[config.mk]
export PLATFORM = sky130hd
export DESIGN_NAME = msi_cap_gen
export DESIGN_NICKNAME = d
export VERILOG_FILES = /design/src/rtl/msi_cap_pkg.sv /design/src/rtl/msi_cfg_regs.sv /design/src/rtl/msi_vec_track.sv /design/src/rtl/msi_msg_out.sv /design/src/rtl/msi_cap_gen.sv
export SDC_FILE = /design/constraint.sdc
export NUM_CORES = 1
export LEC_CHECK = 0
export BUFFER_PORTS_ARGS = -buffer_cell sky130_fd_sc_hd__clkbuf_2
export CAP_MARGIN = 20
export CORE_ASPECT_RATIO = 0.7
export CORE_UTILIZATION = 40
export DETAILED_ROUTE_END_ITERATION = 8
export PLACE_DENSITY_LB_ADDON = 0.08
export SETUP_SLACK_MARGIN = 0.05
export SLEW_MARGIN = 25
export SYNTH_ARGS = -nofsm -noshare
export SYNTH_HDL_FRONTEND = slang
export SYNTH_HIERARCHICAL = 1
export SYNTH_SLANG_ARGS = --single-unit
export TNS_END_PERCENT = 1
[constraint.sdc]
create_clock -name clk -period 3.31 [get_ports clk]
set_input_delay 0.1655 -clock clk [delete_from_list [all_inputs] [get_ports clk]]
set_output_delay 0.1655 -clock clk [all_outputs]
set_load 0.02 [all_outputs]
[src/rtl/msi_cap_pkg.sv]
package msi_cap_pkg;

  localparam int unsigned VEC_MAX = 32;
  localparam int unsigned VEC_W   = 5;
  localparam logic [7:0]  CAP_ID  = 8'h05;

  typedef logic [VEC_MAX-1:0] vec_set_t;

  // Set of vectors below 2**lg.
  function automatic vec_set_t span_of(input logic [2:0] lg);
    vec_set_t r;
    for (int i = 0; i < VEC_MAX; i++) begin
      r[i] = (i < (1 << lg));
    end
    return r;
  endfunction

  // Index of the lowest set bit (0 when empty).
  function automatic logic [VEC_W-1:0] first_set(input vec_set_t s);
    logic [VEC_W-1:0] r;
    r = '0;
    for (int i = VEC_MAX - 1; i >= 0; i--) begin
      if (s[i]) r = VEC_W'(i);
    end
    return r;
  endfunction

endpackage

[src/rtl/msi_cfg_regs.sv]
module msi_cfg_regs
  import msi_cap_pkg::*;
#(
  parameter int unsigned CAP_LG   = 3,
  parameter bit          ADDR64   = 1'b1,
  parameter bit          MASKABLE = 1'b1,
  parameter int unsigned CAP_DW   = 20
) (
  input  logic        clk,
  input  logic        rst_n,
  input  logic        cfg_wr,
  input  logic [5:0]  cfg_addr,
  input  logic [3:0]  cfg_be,
  input  logic [31:0] cfg_wdata,
  input  vec_set_t    pend_i,
  output logic [31:0] cfg_rdata,
  output logic        en_o,
  output logic [2:0]  mme_o,
  output logic [63:0] addr_o,
  output logic [15:0] data_o,
  output vec_set_t    mask_o,
  output logic        rel_o
);

  localparam int unsigned OFF_DATA  = ADDR64 ? 3 : 2;
  localparam int unsigned OFF_MASK  = OFF_DATA + 1;
  localparam int unsigned OFF_PEND  = OFF_DATA + 2;
  localparam int unsigned CAP_BYTES = MASKABLE ? (ADDR64 ? 24 : 20) : (ADDR64 ? 14 : 10);
  localparam int unsigned BYTE_LO   = CAP_DW * 4;
  localparam int unsigned BYTE_HI   = BYTE_LO + CAP_BYTES;
  localparam logic [2:0]  CAP_F     = 3'(CAP_LG);
  localparam vec_set_t    MASK_WR   = span_of(CAP_F);

  logic        en_q, en_d;
  logic [2:0]  mme_q, mme_d;
  logic [31:0] alo_q, alo_d;
  logic [31:0] ahi_q, ahi_d;
  logic [15:0] dat_q, dat_d;
  vec_set_t    mask_q, mask_d;
  logic        rel_q;
  logic [3:0]  lane_in;
  logic        hit;
  logic        sel_ctrl, sel_lo, sel_hi, sel_data, sel_mask;

  // byte-range overlap of the write with the capability
  always_comb begin
    for (int i = 0; i < 4; i++) begin
      lane_in[i] = cfg_be[i]
                && (int'({cfg_addr, 2'(i)}) >= int'(BYTE_LO))
                && (int'({cfg_addr, 2'(i)}) <  int'(BYTE_HI));
    end
    hit = cfg_wr && (|lane_in);
  end

  always_comb begin
    sel_ctrl = cfg_wr && (cfg_addr == 6'(CAP_DW));
    sel_lo   = cfg_wr && (cfg_addr == 6'(CAP_DW + 1));
    sel_hi   = ADDR64 && cfg_wr && (cfg_addr == 6'(CAP_DW + 2));
    sel_data = cfg_wr && (cfg_addr == 6'(CAP_DW + OFF_DATA));
    sel_mask = MASKABLE && cfg_wr && (cfg_addr == 6'(CAP_DW + OFF_MASK));
  end

  // next-state
  always_comb begin
    en_d   = en_q;
    mme_d  = mme_q;
    alo_d  = alo_q;
    ahi_d  = ahi_q;
    dat_d  = dat_q;
    mask_d = mask_q;
    if (sel_ctrl && cfg_be[2]) begin
      en_d  = cfg_wdata[16];
      mme_d = (cfg_wdata[22:20] > CAP_F) ? CAP_F : cfg_wdata[22:20];
    end
    for (int i = 0; i < 4; i++) begin
      if (sel_lo && cfg_be[i])   alo_d[8*i +: 8]  = cfg_wdata[8*i +: 8];
      if (sel_hi && cfg_be[i])   ahi_d[8*i +: 8]  = cfg_wdata[8*i +: 8];
      if (sel_mask && cfg_be[i]) mask_d[8*i +: 8] = cfg_wdata[8*i +: 8];
    end
    for (int i = 0; i < 2; i++) begin
      if (sel_data && cfg_be[i]) dat_d[8*i +: 8] = cfg_wdata[8*i +: 8];
    end
    alo_d[1:0] = 2'b00;
    mask_d     = mask_d & MASK_WR;
  end

  // registers, written only on a configuration write
  always_ff @(posedge clk or negedge rst_n) begin
    if (!rst_n) begin
      en_q   <= 1'b0;
      mme_q  <= '0;
      alo_q  <= '0;
      ahi_q  <= '0;
      dat_q  <= '0;
      mask_q <= '0;
      rel_q  <= 1'b0;
    end else begin
      rel_q <= hit;
      if (cfg_wr) begin
        en_q   <= en_d;
        mme_q  <= mme_d;
        alo_q  <= alo_d;
        ahi_q  <= ahi_d;
        dat_q  <= dat_d;
        mask_q <= mask_d;
      end
    end
  end

  // read mux
  always_comb begin
    cfg_rdata = '0;
    if (cfg_addr == 6'(CAP_DW)) begin
      cfg_rdata = {7'd0, MASKABLE, ADDR64, mme_q, CAP_F, en_q, 8'h00, CAP_ID};
    end else if (cfg_addr == 6'(CAP_DW + 1)) begin
      cfg_rdata = alo_q;
    end else if (ADDR64 && (cfg_addr == 6'(CAP_DW + 2))) begin
      cfg_rdata = ahi_q;
    end else if (cfg_addr == 6'(CAP_DW + OFF_DATA)) begin
      cfg_rdata = {16'h0000, dat_q};
    end else if (MASKABLE && (cfg_addr == 6'(CAP_DW + OFF_MASK))) begin
      cfg_rdata = mask_q;
    end else if (MASKABLE && (cfg_addr == 6'(CAP_DW + OFF_PEND))) begin
      cfg_rdata = pend_i;
    end
  end

  assign en_o   = en_q;
  assign mme_o  = mme_q;
  assign addr_o = {ahi_q, alo_q};
  assign data_o = dat_q;
  assign mask_o = mask_q;
  assign rel_o  = rel_q;

endmodule

[src/rtl/msi_vec_track.sv]
module msi_vec_track
  import msi_cap_pkg::*;
(
  input  logic             clk,
  input  logic             rst_n,
  input  logic             en_i,
  input  logic [2:0]       mme_i,
  input  vec_set_t         mask_i,
  input  logic             rel_i,
  input  logic             irq_valid,
  input  logic [VEC_W-1:0] irq_vec,
  input  vec_set_t         take_i,
  output vec_set_t         pend_o,
  output vec_set_t         queue_o,
  output logic             err_o
);

  vec_set_t pend_q, pend_d;
  vec_set_t queue_q, queue_d;
  vec_set_t req_set, lim;
  logic     in_range, err_d, err_q;

  always_comb begin
    lim      = span_of(mme_i);
    in_range = lim[irq_vec];
    req_set  = '0;
    if (irq_valid && en_i && in_range) req_set[irq_vec] = 1'b1;
    err_d = irq_valid && en_i && !in_range;

    // masked requests and queued-then-masked vectors park as pending
    pend_d  = pend_q | ((req_set | queue_q) & mask_i);
    queue_d = (queue_q & ~mask_i & ~take_i) | (req_set & ~mask_i);

    if (rel_i && en_i) begin
      pend_d  = pend_d & lim;
      queue_d = queue_d | (pend_d & ~mask_i);
      pend_d  = pend_d & mask_i;
    end
    if (!en_i) queue_d = '0;
  end

  always_ff @(posedge clk or negedge rst_n) begin
    if (!rst_n) begin
      pend_q  <= '0;
      queue_q <= '0;
      err_q   <= 1'b0;
    end else begin
      pend_q  <= pend_d;
      queue_q <= queue_d;
      err_q   <= err_d;
    end
  end

  assign pend_o  = pend_q;
  assign queue_o = queue_q;
  assign err_o   = err_q;

endmodule

[src/rtl/msi_msg_out.sv]
module msi_msg_out
  import msi_cap_pkg::*;
(
  input  logic        clk,
  input  logic        rst_n,
  input  logic        en_i,
  input  vec_set_t    queue_i,
  input  vec_set_t    mask_i,
  input  logic [63:0] addr_i,
  input  logic [15:0] data_i,
  input  logic [2:0]  mme_i,
  input  logic        msg_ready,
  output vec_set_t    take_o,
  output logic        msg_valid,
  output logic [63:0] msg_addr,
  output logic [31:0] msg_data
);

  vec_set_t         cand;
  logic [VEC_W-1:0] pick;
  logic             load;
  logic             valid_d;
  logic [15:0]      low_bits, dsel;

  always_comb begin
    cand     = queue_i & ~mask_i & {VEC_MAX{en_i}};
    pick     = first_set(cand);
    load     = (|cand) && (!msg_valid || msg_ready);
    take_o   = '0;
    if (load) take_o[pick] = 1'b1;
    low_bits = (16'd1 << mme_i) - 16'd1;
    dsel     = (data_i & ~low_bits) | (16'(pick) & low_bits);
    if (load)           valid_d = 1'b1;
    else if (msg_ready) valid_d = 1'b0;
    else                valid_d = msg_valid;
  end

  always_ff @(posedge clk or negedge rst_n) begin
    if (!rst_n) begin
      msg_valid <= 1'b0;
      msg_addr  <= '0;
      msg_data  <= '0;
    end else begin
      msg_valid <= valid_d;
      if (load) begin
        msg_addr <= addr_i;
        msg_data <= {16'h0000, dsel};
      end
    end
  end

endmodule

[src/rtl/msi_cap_gen.sv]
module msi_cap_gen
  import msi_cap_pkg::*;
#(
  parameter int unsigned VEC_LOG2 = 3,
  parameter bit          ADDR64   = 1'b1,
  parameter bit          MASKABLE = 1'b1,
  parameter int unsigned CAP_DW   = 20
) (
  input  logic        clk,
  input  logic        rst_n,
  input  logic        cfg_wr,
  input  logic [5:0]  cfg_addr,
  input  logic [3:0]  cfg_be,
  input  logic [31:0] cfg_wdata,
  output logic [31:0] cfg_rdata,
  input  logic        irq_valid,
  input  logic [4:0]  irq_vec,
  output logic        irq_err,
  output logic        msg_valid,
  input  logic        msg_ready,
  output logic [63:0] msg_addr,
  output logic [31:0] msg_data,
  output logic        intx_off
);

  logic        en;
  logic [2:0]  mme;
  logic [63:0] addr;
  logic [15:0] data;
  vec_set_t    mask, pend, queue, take;
  logic        rel;

  msi_cfg_regs #(
    .CAP_LG(VEC_LOG2), .ADDR64(ADDR64), .MASKABLE(MASKABLE), .CAP_DW(CAP_DW)
  ) u_regs (
    .clk(clk), .rst_n(rst_n), .cfg_wr(cfg_wr), .cfg_addr(cfg_addr), .cfg_be(cfg_be),
    .cfg_wdata(cfg_wdata), .pend_i(pend), .cfg_rdata(cfg_rdata), .en_o(en),
    .mme_o(mme), .addr_o(addr), .data_o(data), .mask_o(mask), .rel_o(rel)
  );

  msi_vec_track u_track (
    .clk(clk), .rst_n(rst_n), .en_i(en), .mme_i(mme), .mask_i(mask), .rel_i(rel),
    .irq_valid(irq_valid), .irq_vec(irq_vec), .take_i(take), .pend_o(pend),
    .queue_o(queue), .err_o(irq_err)
  );

  msi_msg_out u_out (
    .clk(clk), .rst_n(rst_n), .en_i(en), .queue_i(queue), .mask_i(mask),
    .addr_i(addr), .data_i(data), .mme_i(mme), .msg_ready(msg_ready), .take_o(take),
    .msg_valid(msg_valid), .msg_addr(msg_addr), .msg_data(msg_data)
  );

  assign intx_off = en;

endmodule

==> results of run 1 <==
-- worst max-delay path, delay by kind of cell (launching register included) --
| kind | cells | cell delay (ns) |
|---|---|---|
| buffers and inverters | 1 | 0.22 |
| and+or+nand+nor | 4 | 1.21 |
| AOI/OAI and AO/OA | 5 | 0.93 |
| DFF | 1 | 0.42 |
-- cell type report --
cell class	instances	area (µm²)
timing repair buffer	237	1499
clock buffer	36	738.2
fill	3055	16850
multi-input combinational	822	6487
tap	427	534.3
clock inverter	12	110.1
inverter	32	120.1
sequential	237	5931
-- stage by stage --
stage	instances	instance area [µm²]	hold WS (ns)	setup WS, ns
after floorplan	1200	13270	-0.1301	0.7755
after global placement	1720	14220	0.1423	0.5446
after detailed placement	1720	14220	0.1433	0.4965
after CTS	1803	15420	0.009656	0.4649
after global routing	1803	15420	0.01308	0.2171
final	1803	15420	0.01774	0.3785
-- metal layers --
layer | GRT usage (%) | vias up | wire, µm
met2 | 33.02 | 328 | 16510
li1 | - | 4656 | -
met3 | 4.214 | 40 | 2547
met5 | 0 | - | 0
met1 | 37.76 | 5113 | 20210
met4 | 5.261 | 0 | 613
-- worst min path at each step --
| stage | slack [ns] | endpoint | depth (start not counted) | from |
|---|---|---|---|---|
| global route | 0.01 | u_regs/rel_o | 3 | cfg_addr[2] |
| floorplan | -0.13 | u_out/msg_addr[0] | 0 | rst_n |
| finish | 0.02 | u_regs/rel_o | 3 | cfg_addr[2] |
| global placement | 0.14 | u_track/pend_o[29] | 1 | rst_n |
| detailed placement | 0.14 | u_track/pend_o[29] | 1 | rst_n |
| CTS | 0.01 | u_regs/rel_o | 3 | cfg_addr[2] |
-- cell usage in the layout (no fill, tap or decap), types with 7 or more instances in the layout --
cell           instances
nand2b_1              25
buf_4                 33
clkbuf_2             165
mux2_2               113
dfrtp_1              237
a211oi_1              44
inv_1                 31
mux2_4                56
nor2b_1               54
a21oi_1               70
o22ai_1                8
nor4_1                20
a211oi_2              11
and4_1                10
a221o_1               12
a22oi_1               15
nor3_1                26
mux2i_1                9
nand4_1               14
nor2_1                52
nand2_1               37
nand3_1               17
nor3b_1                7
clkbuf_16             26
and3_1                16
conb_1                42
o21ai_0               26
o211ai_2               8
dlygate4sd3_1         35
o211ai_1              16
-- power breakdown --
| part | switching [mW] | leakage [nW] | internal (mW) |
|---|---|---|---|
| registers | 0.0940 | 3.24 | 2.99 |
| logic | 0.318 | 3.39 | 0.206 |
| clock network | 1.23 | 0.413 | 1.65 |
-- flip-flops by register name, indices dropped and copies added, names as in the netlist --
register,count
u_out/msg_addr,64
u_out/msg_data,16
u_out/msg_valid,1
u_regs/ahi_q,32
u_regs/alo_q,30
u_regs/data_o,16
u_regs/en_o,1
u_regs/mask_o,8
u_regs/mme_o,3
u_regs/rel_o,1
u_track/err_o,1
u_track/pend_o,32
u_track/queue_o,32
-- kinds of logic (layout without fill, tap and decap cells) --
kind of cell | count (synthesis) | count (layout) | synth area share [%]
and+or+nand+nor | 313 | 313 | 14.42
AOI/OAI and AO/OA | 285 | 285 | 16.53
DFF | 237 | 237 | 45.20
muxes | 178 | 178 | 16.79
buffers and inverters | 141 | 317 | 6.684
adders and majority gates | 2 | 2 | 0.1907
other | 2 | 42 | 0.05724
xor gates and xnor gates | 2 | 2 | 0.1335
-- timing repair --
action,in CTS,in global routing
endpoints found under the hold margin,149,0
hold buffers,35,0
resized for setup,0,0
==> out/results.ini, run 1 <==
[status]
status=finished clean

[floorplan]
io_pins=183
die_area_um2=33540
initial_core_util_pct=40.66
dieHeight_um=153.5
core_area_um2=32270
die_x_um=218.5
row_count=55

[route]
vias=10140
wl_per_cell_um=22.12
dr.pass1.iters=5
viasPerCell=5.622
routed_wl_mm=39.88
drcViolationCount=0
drtIter0Drc=821
postRouteAntennaNets=0

[power_and_ir_drop]
p_leak_nw=7.047
total_power_mw=6.486
vdd_drop_max_mv=0.4036
power_density_nw_per_um2=420.6

[global_route]
grt_pass1_vias=9921
grt_pass1_wl_mm=61.28
antenna_found_initial=0
grt_max_degree=79
grt_overflow=0
grtUsageTotal_pct=23.80

[setup_path]
path_cells=nor2b_1 > nor3_1 > o22ai_2 > a2bb2oi_1 > o21ai_1 > buf_4 > nor4_1 > nor2b_1 > a21oi_1 > a211oi_2
critPathLaunchType=register
worstSetupPathType=register to register
cp.arrival_ns=3.35
r2r_slack_ns=0.38
crit_path_max_fanout=15
timing.rr.end=u_track/queue_o[19]
end_kind=register
worst_r2r_path_depth=10
critical_path.startpoint=u_regs/mask_o[1]
cp-endpoint=u_track/queue_o[19]
critPathSlowestCell=nor4_1
critPathRequiredTime_ns=3.72
r2r-start=u_regs/mask_o[1]
crit_top_cell=nor2b_1
critPathMaxStageDelay_ns=0.52

[logic_synthesis]
syn_avg_cell_area_um2=11.31
synth_edf_count=0
synth.most_common_cell=dfrtp_1
syn-cell-area_um2=13120
synth_common_cells=dfrtp_1 (237), mux2_2 (113), a21oi_1 (70)
synth_area_leaders=dfrtp_1 (45%), mux2_2 (9.7%), mux2_4 (6.4%), buf_4 (2.7%), a21oi_1 (2.7%)
synthCells=1160
ys_warn_count=6
synth_top_area_share_pct=45.20
ys_types=92
ys_ff_latch=237
yosys.area.top_type=dfrtp_1
ys_seq_area_share_pct=45.20
synthArstFlopShare_pct=100.0
synth_ff_type=dfrtp_1

[placement]
numPortBuffers=166
gp_congestion=0.9012
dp.final_hpwl_mm=29.05

[clocking]
insertion_delay_ns=0.56
cts_buffers=26
path_clk_slew_ns=0.06
htreeDepth=1
post-cts-setup-buffer-count=0
cts_root_buf=clkbuf_16
clock_sinks=237
clockBufferDepth=3
tritoncts=done

[finish]
utilization_pct=47.78
areaGrowthSynthToFinish_pct=17.52
layout.nets=1410
drive_gt1_share_pct=34.01
n_antenna_cell=0

[hold_path]
min_path_type=primary input to register

[timing]
final.setup.tns_ns=0
grt_setup_unrepaired=no
layout_worst_path_cycle_share_pct=88.56
final-hold-violation-count=0
tightestPinTransition_ns=0.8315
setup_viol=0
slew_violations=0
fin_crit_ns=2.932
slew_headroom_pct=44.56
fmax_mhz=341.1
skew_ns=0.02811

[job]
cap_viol_max_count=0

No activity file was read; power rests on OpenSTA's default activity.
==> inputs of run 2 (changes only) <==
--- a/config.mk
+++ b/config.mk
@@ -11,6 +11,8 @@
 export CORE_UTILIZATION = 40
 export DETAILED_ROUTE_END_ITERATION = 8
 export PLACE_DENSITY_LB_ADDON = 0.08
+export RECOVER_POWER = 100
+export REMOVE_ABC_BUFFERS = 1
 export SETUP_SLACK_MARGIN = 0.05
 export SLEW_MARGIN = 25
 export SYNTH_ARGS = -nofsm -noshare
==> run 2 against run 1 <==
  * The run now ends with max-capacitance violations, max-slew violations left
  * Count of clock-buffer cells in the layout unchanged
  * Power grew 2.1%
  * First-iteration DRC count fell by 8.4%
  * Critical path type unchanged
  * Largest cell class unchanged
==> out/results.ini, run 2 (same netlist as run 1, synthesis figures left out) <==
[status]
status=complete, but fails checks
violations=max-capacitance violations, max-slew violations

[power_and_ir_drop]
pwr-share-seq_pct=46.3  ; -1.2 points
swShare_pct=24.71  ; -0.66 points
clkPwrFrac_pct=46.0  ; +1.6 points
power_density_nw_per_um2=443.3  ; +5.4%
p_comb_share_pct=7.7  ; -0.4 points
p_leak_nw=6.622  ; -6.0%
power.net_switching_mw=1.637  ; -0.52%
vdd_drop_max_mv=0.3305  ; -18%
internal_power_mw=4.988  ; +3.0%

[clocking]
cts_resized=0  ; unchanged
clockBufferDepth=3  ; unchanged
insertion_delay_ns=0.55  ; about the same
htreeDepth=1  ; unchanged
clock_sinks=237  ; unchanged
post-cts-setup-buffer-count=0  ; unchanged
cts_buffers=26  ; unchanged
tritoncts=done
path_clk_slew_ns=0.06  ; about the same
cts_root_buf=clkbuf_16

[finish]
final_common_cell=dfrtp_1
final_cell_mix=dfrtp_1 (237), clkbuf_1 (119), mux2_2 (113)
registers.top_by_ff_count=u_out/msg_addr
drive_gt1_share_pct=20.61  ; -13 points
layout.nets=1412  ; +0.14%
areaGrowthSynthToFinish_pct=13.88
largest_reg_flops=64  ; unchanged
utilization_pct=46.30  ; -1.5 points
fin_area_um2=14940  ; -3.1%

[setup_path]
critPathLaunchType=register
cp.arrival_ns=3.48  ; +0.13 ns
end_kind=register
timing.rr.end=u_track/queue_o[28]
r2r_slack_ns=0.30  ; -0.08 ns
crit_path_max_fanout=12  ; -3
critPathRequiredTime_ns=3.78  ; +0.06 ns
worstSetupPathType=register to register
r2r-start=u_track/queue_o[21]
worst_r2r_path_depth=9  ; -1
critical_path.startpoint=u_track/queue_o[21]
cp-endpoint=u_track/queue_o[28]

[placement]
dp.final_hpwl_mm=28.30  ; -2.6%
gp_congestion=0.9306  ; +3.3%
dpl_cell_area_um2=14240  ; +0.11%
numPortBuffers=166  ; unchanged

[floorplan]
io_pins=183  ; unchanged
die_area_um2=33540  ; unchanged
dieHeight_um=153.5  ; unchanged
row_count=55  ; unchanged
initial_core_util_pct=40.66  ; unchanged
die_x_um=218.5  ; unchanged
core_area_um2=32270  ; unchanged

[route]
postRouteAntennaNets=0  ; unchanged
drtIter0Drc=752  ; -8.4%
wl_per_cell_um=21.91  ; -0.94%
dr.pass1.iters=5  ; unchanged
drcViolationCount=0  ; unchanged
viasPerCell=5.562  ; -1.1%
vias=10050  ; -0.85%
routed_wl_mm=39.59  ; -0.72%

[global_route]
antenna_found_initial=2  ; +2
grt_pass1_wl_mm=61.37  ; +0.15%
grt_overflow=0  ; unchanged
grt_max_degree=100  ; +27%
grt_pass1_vias=9944  ; +0.23%
grtUsageTotal_pct=23.82  ; about the same

[timing]
final-hold-violation-count=0  ; unchanged
slew_violations=135  ; +135
slew_headroom_pct=-79.38  ; -120 points
setup_viol=0  ; unchanged
layout_worst_path_cycle_share_pct=90.88  ; +2.3 points
fmax_mhz=332.4  ; -2.5%
fin_hold_ws_ns=0.02871  ; +0.01098 ns
fin_crit_ns=3.008  ; +0.07655 ns
grt_setup_unrepaired=no
tightestPinTransition_ns=2.691  ; +1.859 ns
skew_ns=0.01147  ; -0.01664 ns

[hold_path]
min_path_type=primary input to register

[job]
cap_viol_max_count=3  ; +3

==> run 2: through the flow <==
stage / std cells / power [mW] / setup TNS, ns / setup WS (ns)
2_1_floorplan: 1091 / 3.349 / -415.38 / -5.615
3_3_place_gp: 1722 / 3.610 / 0 / 0.5196
3_5_place_dp: 1722 / 3.616 / 0 / 0.4931
4_1_cts: 1805 / 6.722 / 0 / 0.4815
5_1_grt: 1805 / 6.874 / 0 / 0.1464
6_report: 1807 / 6.625 / 0 / 0.3019
==> run 2: power groups by stage <==
stage               combinational (mW)  sequential (mW)  clock [mW]
finish                           0.513             3.07        3.05
global route                     0.564             3.08        3.23
CTS                              0.529             3.07        3.13
detailed placement               0.494             3.12           0
global placement                 0.490             3.12           0
floorplan                        0.242             3.11           0
==> run 2: how the worst min path moves through the flow <==
| stage | end | from | slack [ns] | depth (start not counted) |
|---|---|---|---|---|
| after floorplan | u_out/msg_addr[0] | rst_n | -0.13 | 0 |
| after global placement | u_out/msg_addr[9] | rst_n | 0.28 | 1 |
| after detailed placement | u_out/msg_addr[9] | rst_n | 0.29 | 1 |
| after CTS | u_regs/rel_o | cfg_be[3] | 0.005 | 3 |
| final | u_regs/rel_o | cfg_be[3] | 0.03 | 3 |
| after global routing | u_regs/rel_o | cfg_be[3] | 0.04 | 3 |
==> run 2: repair_timing <==
action                                 4_1_cts  5_1_grt
setup endpoints to repair                    0        0
hold buffers                                35        0
endpoints found under the hold margin      185        0
==> run 2: cell type report <==
class                   instances  area, µm²
diodes                          2      5.005
inverters                      32      120.1
flip-flops and latches        237       5931
clock inverters                12      120.1
repair buffers                239       1345
well taps                     427      534.3
clock buffers                  36      779.5
fillers                      3184      17330
multi-input cells             822       6108
==> run 2: routing by layer <==
layer,track usage (%),part of all wire [%],up-vias
li1,-,-,4672
met2,35.04,43,294
met3,3.323,6.0,40
met5,0,0,-
met4,5.195,1.8,0
met1,36.72,50,5045
==> run 2: worst max-delay path: stages, from the launching register on <==
cell and delay [ns]:
dfrtp_1 0.38, nor2b_1 0.18, or4_4 0.55, or2_4 0.25, a221oi_4 0.26, or2_0 0.65, nor4_1 0.10, a21boi_0 0.15
a2bb2oi_1 0.17, a211oi_2 0.24
